==> src/rtl/mgmt_rd_pkg.sv <==
package mgmt_rd_pkg;

  typedef enum logic {
    ST_IDLE = 1'b0,
    ST_RUN  = 1'b1
  } rd_state_t;

  localparam int CMD_BITS = 16;
  localparam int IDX_W    = 7;

  // Command word: 11 | 01 | 10 | table | 00 | index
  function automatic logic [CMD_BITS-1:0] build_cmd(input logic tbl,
                                                    input logic [IDX_W-1:0] idx);
    logic [CMD_BITS-1:0] w;
    w = {2'b11, 2'b01, 2'b10, tbl, 2'b00, idx};
    return w;
  endfunction

endpackage

==> src/rtl/mgmt_rd_phase.sv <==
module mgmt_rd_phase #(
  parameter int HALF_CYC = 150
) (
  input  logic clk,
  input  logic rst,
  input  logic run,
  output logic phase,
  output logic half_end
);
  localparam int CNT_W = (HALF_CYC > 1) ? $clog2(HALF_CYC) : 1;
  localparam logic [CNT_W-1:0] LAST = CNT_W'(HALF_CYC - 1);

  logic [CNT_W-1:0] cnt;

  assign half_end = run && (cnt == LAST);

  always_ff @(posedge clk) begin
    if (rst || !run) begin
      cnt   <= '0;
      phase <= 1'b0;
    end else if (cnt == LAST) begin
      cnt   <= '0;
      phase <= ~phase;
    end else begin
      cnt <= cnt + 1'b1;
    end
  end
endmodule

==> src/rtl/mgmt_rd_seq.sv <==
module mgmt_rd_seq
  import mgmt_rd_pkg::*;
#(
  parameter int TX_BITS  = 48,
  parameter int RD_FIRST = 49,
  parameter int RD_LAST  = 80,
  parameter int TOTAL    = 83
) (
  input  logic clk,
  input  logic rst,
  input  logic start,
  input  logic half_end,
  input  logic phase,
  output logic run,
  output logic load,
  output logic clk_end,
  output logic sample,
  output logic last,
  output logic tx_oe,
  output logic pins_oe
);
  localparam int IDX_W_L = $clog2(TOTAL + 1);
  localparam logic [IDX_W_L-1:0] TX_END = IDX_W_L'(TX_BITS - 1);
  localparam logic [IDX_W_L-1:0] R_LO   = IDX_W_L'(RD_FIRST);
  localparam logic [IDX_W_L-1:0] R_HI   = IDX_W_L'(RD_LAST);
  localparam logic [IDX_W_L-1:0] F_END  = IDX_W_L'(TOTAL - 1);

  rd_state_t state;
  logic [IDX_W_L-1:0] idx;

  assign run     = (state == ST_RUN);
  assign load    = start && (state == ST_IDLE);
  assign clk_end = half_end && phase;
  assign sample  = clk_end && (idx >= R_LO) && (idx <= R_HI);
  assign last    = clk_end && (idx == F_END);

  always_ff @(posedge clk) begin
    if (rst) begin
      state   <= ST_IDLE;
      idx     <= '0;
      tx_oe   <= 1'b0;
      pins_oe <= 1'b0;
    end else begin
      case (state)
        ST_IDLE: begin
          if (start) begin
            state   <= ST_RUN;
            idx     <= '0;
            tx_oe   <= 1'b1;
            pins_oe <= 1'b1;
          end
        end
        default: begin
          if (clk_end) begin
            if (idx == F_END) begin
              state   <= ST_IDLE;
              tx_oe   <= 1'b0;
              pins_oe <= 1'b0;
            end else begin
              idx <= idx + 1'b1;
              if (idx == TX_END) tx_oe <= 1'b0;
            end
          end
        end
      endcase
    end
  end
endmodule

==> src/rtl/mgmt_rd_shift.sv <==
module mgmt_rd_shift #(
  parameter int TX_BITS   = 48,
  parameter int DATA_BITS = 32
) (
  input  logic                 clk,
  input  logic                 rst,
  input  logic                 load,
  input  logic [TX_BITS-1:0]   tx_word,
  input  logic                 shift_tx,
  input  logic                 sample,
  input  logic                 last,
  input  logic                 mdi,
  output logic                 mdo,
  output logic [DATA_BITS-1:0] rdata,
  output logic                 rvalid
);
  logic [TX_BITS-1:0]   tx_sr;
  logic [DATA_BITS-1:0] rx_sr;

  assign mdo = tx_sr[TX_BITS-1];

  always_ff @(posedge clk) begin
    if (rst) begin
      tx_sr <= '0;
    end else if (load) begin
      tx_sr <= tx_word;
    end else if (shift_tx) begin
      tx_sr <= {tx_sr[TX_BITS-2:0], 1'b0};
    end
  end

  always_ff @(posedge clk) begin
    if (rst) begin
      rx_sr  <= '0;
      rdata  <= '0;
      rvalid <= 1'b0;
    end else begin
      if (sample) rx_sr <= {rx_sr[DATA_BITS-2:0], mdi};
      rvalid <= last;
      if (last) rdata <= rx_sr;
    end
  end
endmodule

==> src/rtl/mgmt_rd_master.sv <==
module mgmt_rd_master
  import mgmt_rd_pkg::*;
#(
  parameter int HALF_CYC  = 150,
  parameter int PRE_BITS  = 32,
  parameter int DATA_BITS = 32,
  parameter int IDLE_CLKS = 2
) (
  input  logic                 clk,
  input  logic                 rst,
  input  logic                 start_i,
  input  logic                 table_i,
  input  logic [IDX_W-1:0]     reg_idx_i,
  output logic                 busy_o,
  output logic [DATA_BITS-1:0] rdata_o,
  output logic                 rvalid_o,
  output logic                 mclk_o,
  output logic                 mclk_oe_o,
  output logic                 msel_o,
  output logic                 msel_oe_o,
  output logic                 mdo_o,
  output logic                 mdo_oe_o,
  input  logic                 mdi_i
);
  localparam int TX_BITS  = PRE_BITS + CMD_BITS;
  localparam int RD_FIRST = TX_BITS + 1;
  localparam int RD_LAST  = RD_FIRST + DATA_BITS - 1;
  localparam int TOTAL    = RD_LAST + 1 + IDLE_CLKS;

  logic run, load, clk_end, sample, last, half_end, phase;
  logic tx_oe, pins_oe;
  logic [TX_BITS-1:0] tx_word;

  assign tx_word = {{PRE_BITS{1'b1}}, build_cmd(table_i, reg_idx_i)};

  mgmt_rd_phase #(.HALF_CYC(HALF_CYC)) u_phase (
    .clk(clk), .rst(rst), .run(run), .phase(phase), .half_end(half_end)
  );

  mgmt_rd_seq #(
    .TX_BITS(TX_BITS), .RD_FIRST(RD_FIRST), .RD_LAST(RD_LAST), .TOTAL(TOTAL)
  ) u_seq (
    .clk(clk), .rst(rst), .start(start_i), .half_end(half_end), .phase(phase),
    .run(run), .load(load), .clk_end(clk_end), .sample(sample), .last(last),
    .tx_oe(tx_oe), .pins_oe(pins_oe)
  );

  mgmt_rd_shift #(.TX_BITS(TX_BITS), .DATA_BITS(DATA_BITS)) u_shift (
    .clk(clk), .rst(rst), .load(load), .tx_word(tx_word), .shift_tx(clk_end),
    .sample(sample), .last(last), .mdi(mdi_i), .mdo(mdo_o),
    .rdata(rdata_o), .rvalid(rvalid_o)
  );

  assign busy_o    = run;
  assign mclk_o    = phase;
  assign mclk_oe_o = pins_oe;
  assign msel_oe_o = pins_oe;
  assign msel_o    = 1'b0;
  assign mdo_oe_o  = tx_oe;
endmodule

==> config.mk <==
export PLATFORM = sky130hd
export DESIGN_NAME = mgmt_rd_master
export DESIGN_NICKNAME = d
export VERILOG_FILES = /design/src/rtl/mgmt_rd_pkg.sv /design/src/rtl/mgmt_rd_phase.sv /design/src/rtl/mgmt_rd_seq.sv /design/src/rtl/mgmt_rd_shift.sv /design/src/rtl/mgmt_rd_master.sv
export SDC_FILE = /design/constraint.sdc
export NUM_CORES = 1
export LEC_CHECK = 0
export BUFFER_PORTS_ARGS = -buffer_cell sky130_fd_sc_hd__clkbuf_2
export CAP_MARGIN = 25
export CORE_MARGIN = 5
export CORE_UTILIZATION = 55
export CTS_BUF_LIST = sky130_fd_sc_hd__clkbuf_4 sky130_fd_sc_hd__clkbuf_8
export CTS_CLUSTER_SIZE = 12
export DETAILED_ROUTE_END_ITERATION = 8
export GPL_ROUTABILITY_DRIVEN = 1
export HOLD_SLACK_MARGIN = 0.03
export PLACE_DENSITY = 0.8
export SYNTH_ARGS = -nofsm -noshare
export SYNTH_HDL_FRONTEND = slang
export SYNTH_SLANG_ARGS = --single-unit
export TNS_END_PERCENT = 50
==> constraint.sdc <==
create_clock -name clk -period 1.8 [get_ports clk]
set_input_delay 0.18 -clock clk [delete_from_list [all_inputs] [get_ports clk]]
set_output_delay 0.18 -clock clk [all_outputs]
set_load 0.05 [all_outputs]
==> summary.md <==
| Metric | Value |
|---|---|
| Total gr overflow | 0 |
| Total Nets Final | 582 |
| # rows | 34 |
| Clk pin slew, worst setup/hold paths | about 0.08 ns |
| ANT nets after route | 0 |
| Die height | about 110 µm |
| Failing checks | negative setup slack |
| Die Area | 11200 µm² |
| R2R Path End | u_shift.rx_sr[29] |
| FILL cells | approximately 640 |
| Setup crit start | u_phase.cnt[1] |
| Critical Path End | u_shift.rx_sr[29] |
| Deepest clock path buffer count | 2 |
| # IOs | 52 |
| Top delay family on crit path | buffers and inverters |
| Status | complete, but fails checks |
| CP cell instances | inv_2, ha_4, and3b_2, buf_6, nand4_4, a21oi_4, clkbuf_16, mux2i_1 |
| Synth Cell Area | a little over 5000 µm² |
| Post-synth EDFFs | 0 |
| Post-Synth XOR/XNOR Area | 0.0122 |
| R2R depth | 8 |
| Global-route wire length before repair | around 18000 µm |
| ANT cells | 0 |
| Power per cell area | approximately 940 nW/µm² |
| Cts bufs inserted | 17 |
| DR WL/cell | 16.0 µm |
| Relative slew slack | 0.659 |
| TritonCTS clock tree | done |
| Commonest non-fill, non-tap cell in the layout | dfxtp_1 |
| Final period util | 1.01 |
| Vias | 3915 |
| Avg Cell Area, Syn | about 10 µm² |
| H-tree depth | 4 |
| Fin crit period | 1.81 ns |
| Cells after Synth | 510 |
| Synth Area in Compound Gates | 0.103 |
| Layout cell share with drive strength beyond 1 | 0.220 |
| CTS root buffer | clkbuf_8 |
| Critical Path Max Stage Delay | about 0.33 ns |
| Flop-to-flop setup slack | -0.01 ns |
| Main combinational cell family by area after synthesis | simple AND/OR/NAND/NOR gates |
| Starting Density | 0.571 |
| Worst-margin pin slew | 0.510 ns |
| Final core utilization | 0.683 |
| All-layer global routing usage | 0.192 |
| Proportion of synthesized area in mux cells | 0.0716 |
| Crit path kind | register to register |
| Area occupied by multi-input gates | about 2200 µm² |
| Worst min path class | input pin to register |
| Max Cap Viol | 0 |
| Flops & latches, synth | around 130 |
| Fraction of registers with async set/reset | 0 |
| Static leakage | 2.37 nW |
| Post-Synth Adder-Cell Area | 0.0149 |
| Final WL | approximately 11000 µm |
| RSZ-0062 raised after global routing | yes |
| Core area | roughly 8800 µm² |
| CP Depth | 8 |
| Worst path bufs/invs | 3 |
| Worst setup slack after layout | -0.0124 ns |
| Ys flop type | dfxtp_1 |
| Crit. End Element | register |
| Overall power | 5.66 mW |
| Final Slew Violations | 0 |
| DP Wirelength | 6360 µm |
| CP max FO | 8 |
| Die X | 106 µm |
| Yosys warns | 0 |
| Hold Slack | slightly below 0.06 ns |
| First-pass DRT Iterations | 5 |
| Worst setup SP type | register |
| Simple-gate share of the synthesized area | 0.223 |
| Final setup vio count | 11 |
| Worst skew pair latency | about 0.43 ns |
| Routed vias/inst | 5.72 |
| Clock Skew | 0.0138 ns |
| Most frequent cells in the layout | dfxtp_1 (126), nor3_1 (79), clkbuf_2 (50), nor2_1 (49) |
| PortBufs | 50 |
| Largest net degree at the start of global routing | 66 |
| Critical path's slowest cell | dfxtp_2 |
| Initial antenna violation count | 0 |
| Initial DRC count | 270 |
| Critical Path RT | approximately 2.2 ns |
| Fmax | between 500 and 600 MHz |
| Arrival time at the worst endpoint | 2.17 ns |
| Yosys cell types | 42 |
| Worst vdd ir | roughly 0.53 mV |
| DRC violations left | 0 |
| Final Wtd Congestion | 0.907 |
| P&R area growth vs syn | 19.5% |
| Hold Vio Cnt, Final | 0 |
| Clk sinks | 132 |
| Post-synthesis net count | ~530 |
| Number of global-route vias before repair | ~3800 |
| Sequential share of the synthesized area | 0.525 |
| Seq. cell area | ~2700 µm² |
| Worst r2r src | u_phase.cnt[1] |
## Yosys cell counts (7+ instances only)
library cell | n | area [µm²]
nor3_1 | 79 | 395
mux2i_1 | 36 | 360
a22oi_1 | 7 | 52.6
nand3_1 | 15 | 75.1
a21oi_1 | 13 | 65.1
nand2_1 | 10 | 37.5
nor2_1 | 49 | 184
buf_2 | 8 | 40.0
a22o_1 | 33 | 289
nand2b_1 | 35 | 219
clkbuf_1 | 23 | 86.3
dfxtp_1 | 132 | 2640
## cells by family after synthesis
group,count (synthesis)
AND/OR/NAND/NOR,211
flip-flops,132
AO/OA/AOI/OAI,68
buffers and inverters,49
multiplexers,36
XOR/XNOR,7
adder cells (fa/ha/maj),6
other,1
## state kept, by name, indices dropped and copies added, names as in the netlist
register,count
u_shift.tx_sr,48
u_shift.rdata,32
u_shift.rx_sr,32
u_phase.cnt,8
u_seq.idx,7
u_phase.phase,1
u_seq.pins_oe,1
u_seq.run,1
u_seq.tx_oe,1
u_shift.rvalid,1
## cell type report
cell class	count	share of cell area
Inverter	6	0.00375
Sequential cell	132	0.441
Clock inverter	15	0.0241
Tap cell	108	0.0225
Timing Repair Buffer	78	0.106
Multi-Input combinational cell	329	0.364
Clock buffer	17	0.0389
## power breakdown
part / leakage, nW / internal [mW] / total [mW] / switching, mW
Clock: 0.190 / 1.02 / 2.33 / 1.31
Sequential: 1.08 / 3.00 / 3.05 / 0.0481
Combinational: 1.11 / 0.111 / 0.283 / 0.172
Total: 2.37 / 4.13 / 5.66 / 1.53
## metal layers
| metal | share of wire | GRT usage |
|---|---|---|
| met1 | 0.44 | 0.241 |
| met2 | 0.49 | 0.307 |
| met3 | 0.048 | 0.0599 |
| met4 | 0.022 | 0.0786 |
| met5 | 0 | 0 |
## through the flow
stage          cell area (µm²)  setup TNS [ns]  setup slack, ns  instances
3_5_place_dp              5410               0          0.00243        641
3_3_place_gp              5410               0           0.0890        641
4_1_cts                   5900         -0.0917          -0.0117        680
6_report                  6010         -0.0762          -0.0124        685
2_1_floorplan             5030               0           0.0435        510
5_1_grt                   6010           -4.10          -0.0992        685
## what timing repair did
action,CTS,global route
hold buffers,4,0
pin swaps,0,2
setup endpoints to repair,10,68
gates cloned,1,4
resized for setup,6,10
setup buffers,2,1
endpoints found under the hold margin,4,0
## worst reg2reg max path, cell delays in order, from the launching register on
cell and delay, ns:
dfxtp_2 0.33, inv_2 0.06, ha_4 0.10, and3b_2 0.19
buf_6 0.11, nand4_4 0.18, a21oi_4 0.34, clkbuf_16 0.24
mux2i_1 0.19
## worst min path at each step
| stage | endpoint | slack, ns | depth (start not counted) | startpoint |
|---|---|---|---|---|
| 2_1_floorplan | u_shift.tx_sr[0] | 0.32 | 2 | reg_idx_i[0] |
| 3_3_place_gp | u_shift.tx_sr[0] | 0.41 | 3 | reg_idx_i[0] |
| 3_5_place_dp | u_shift.tx_sr[0] | 0.41 | 3 | reg_idx_i[0] |
| 4_1_cts | u_shift.tx_sr[6] | 0.03 | 3 | reg_idx_i[6] |
| 5_1_grt | u_shift.tx_sr[6] | 0.04 | 3 | reg_idx_i[6] |
| 6_report | u_shift.tx_sr[6] | 0.06 | 3 | reg_idx_i[6] |
Note: power is estimated with default switching activity, not from simulation.
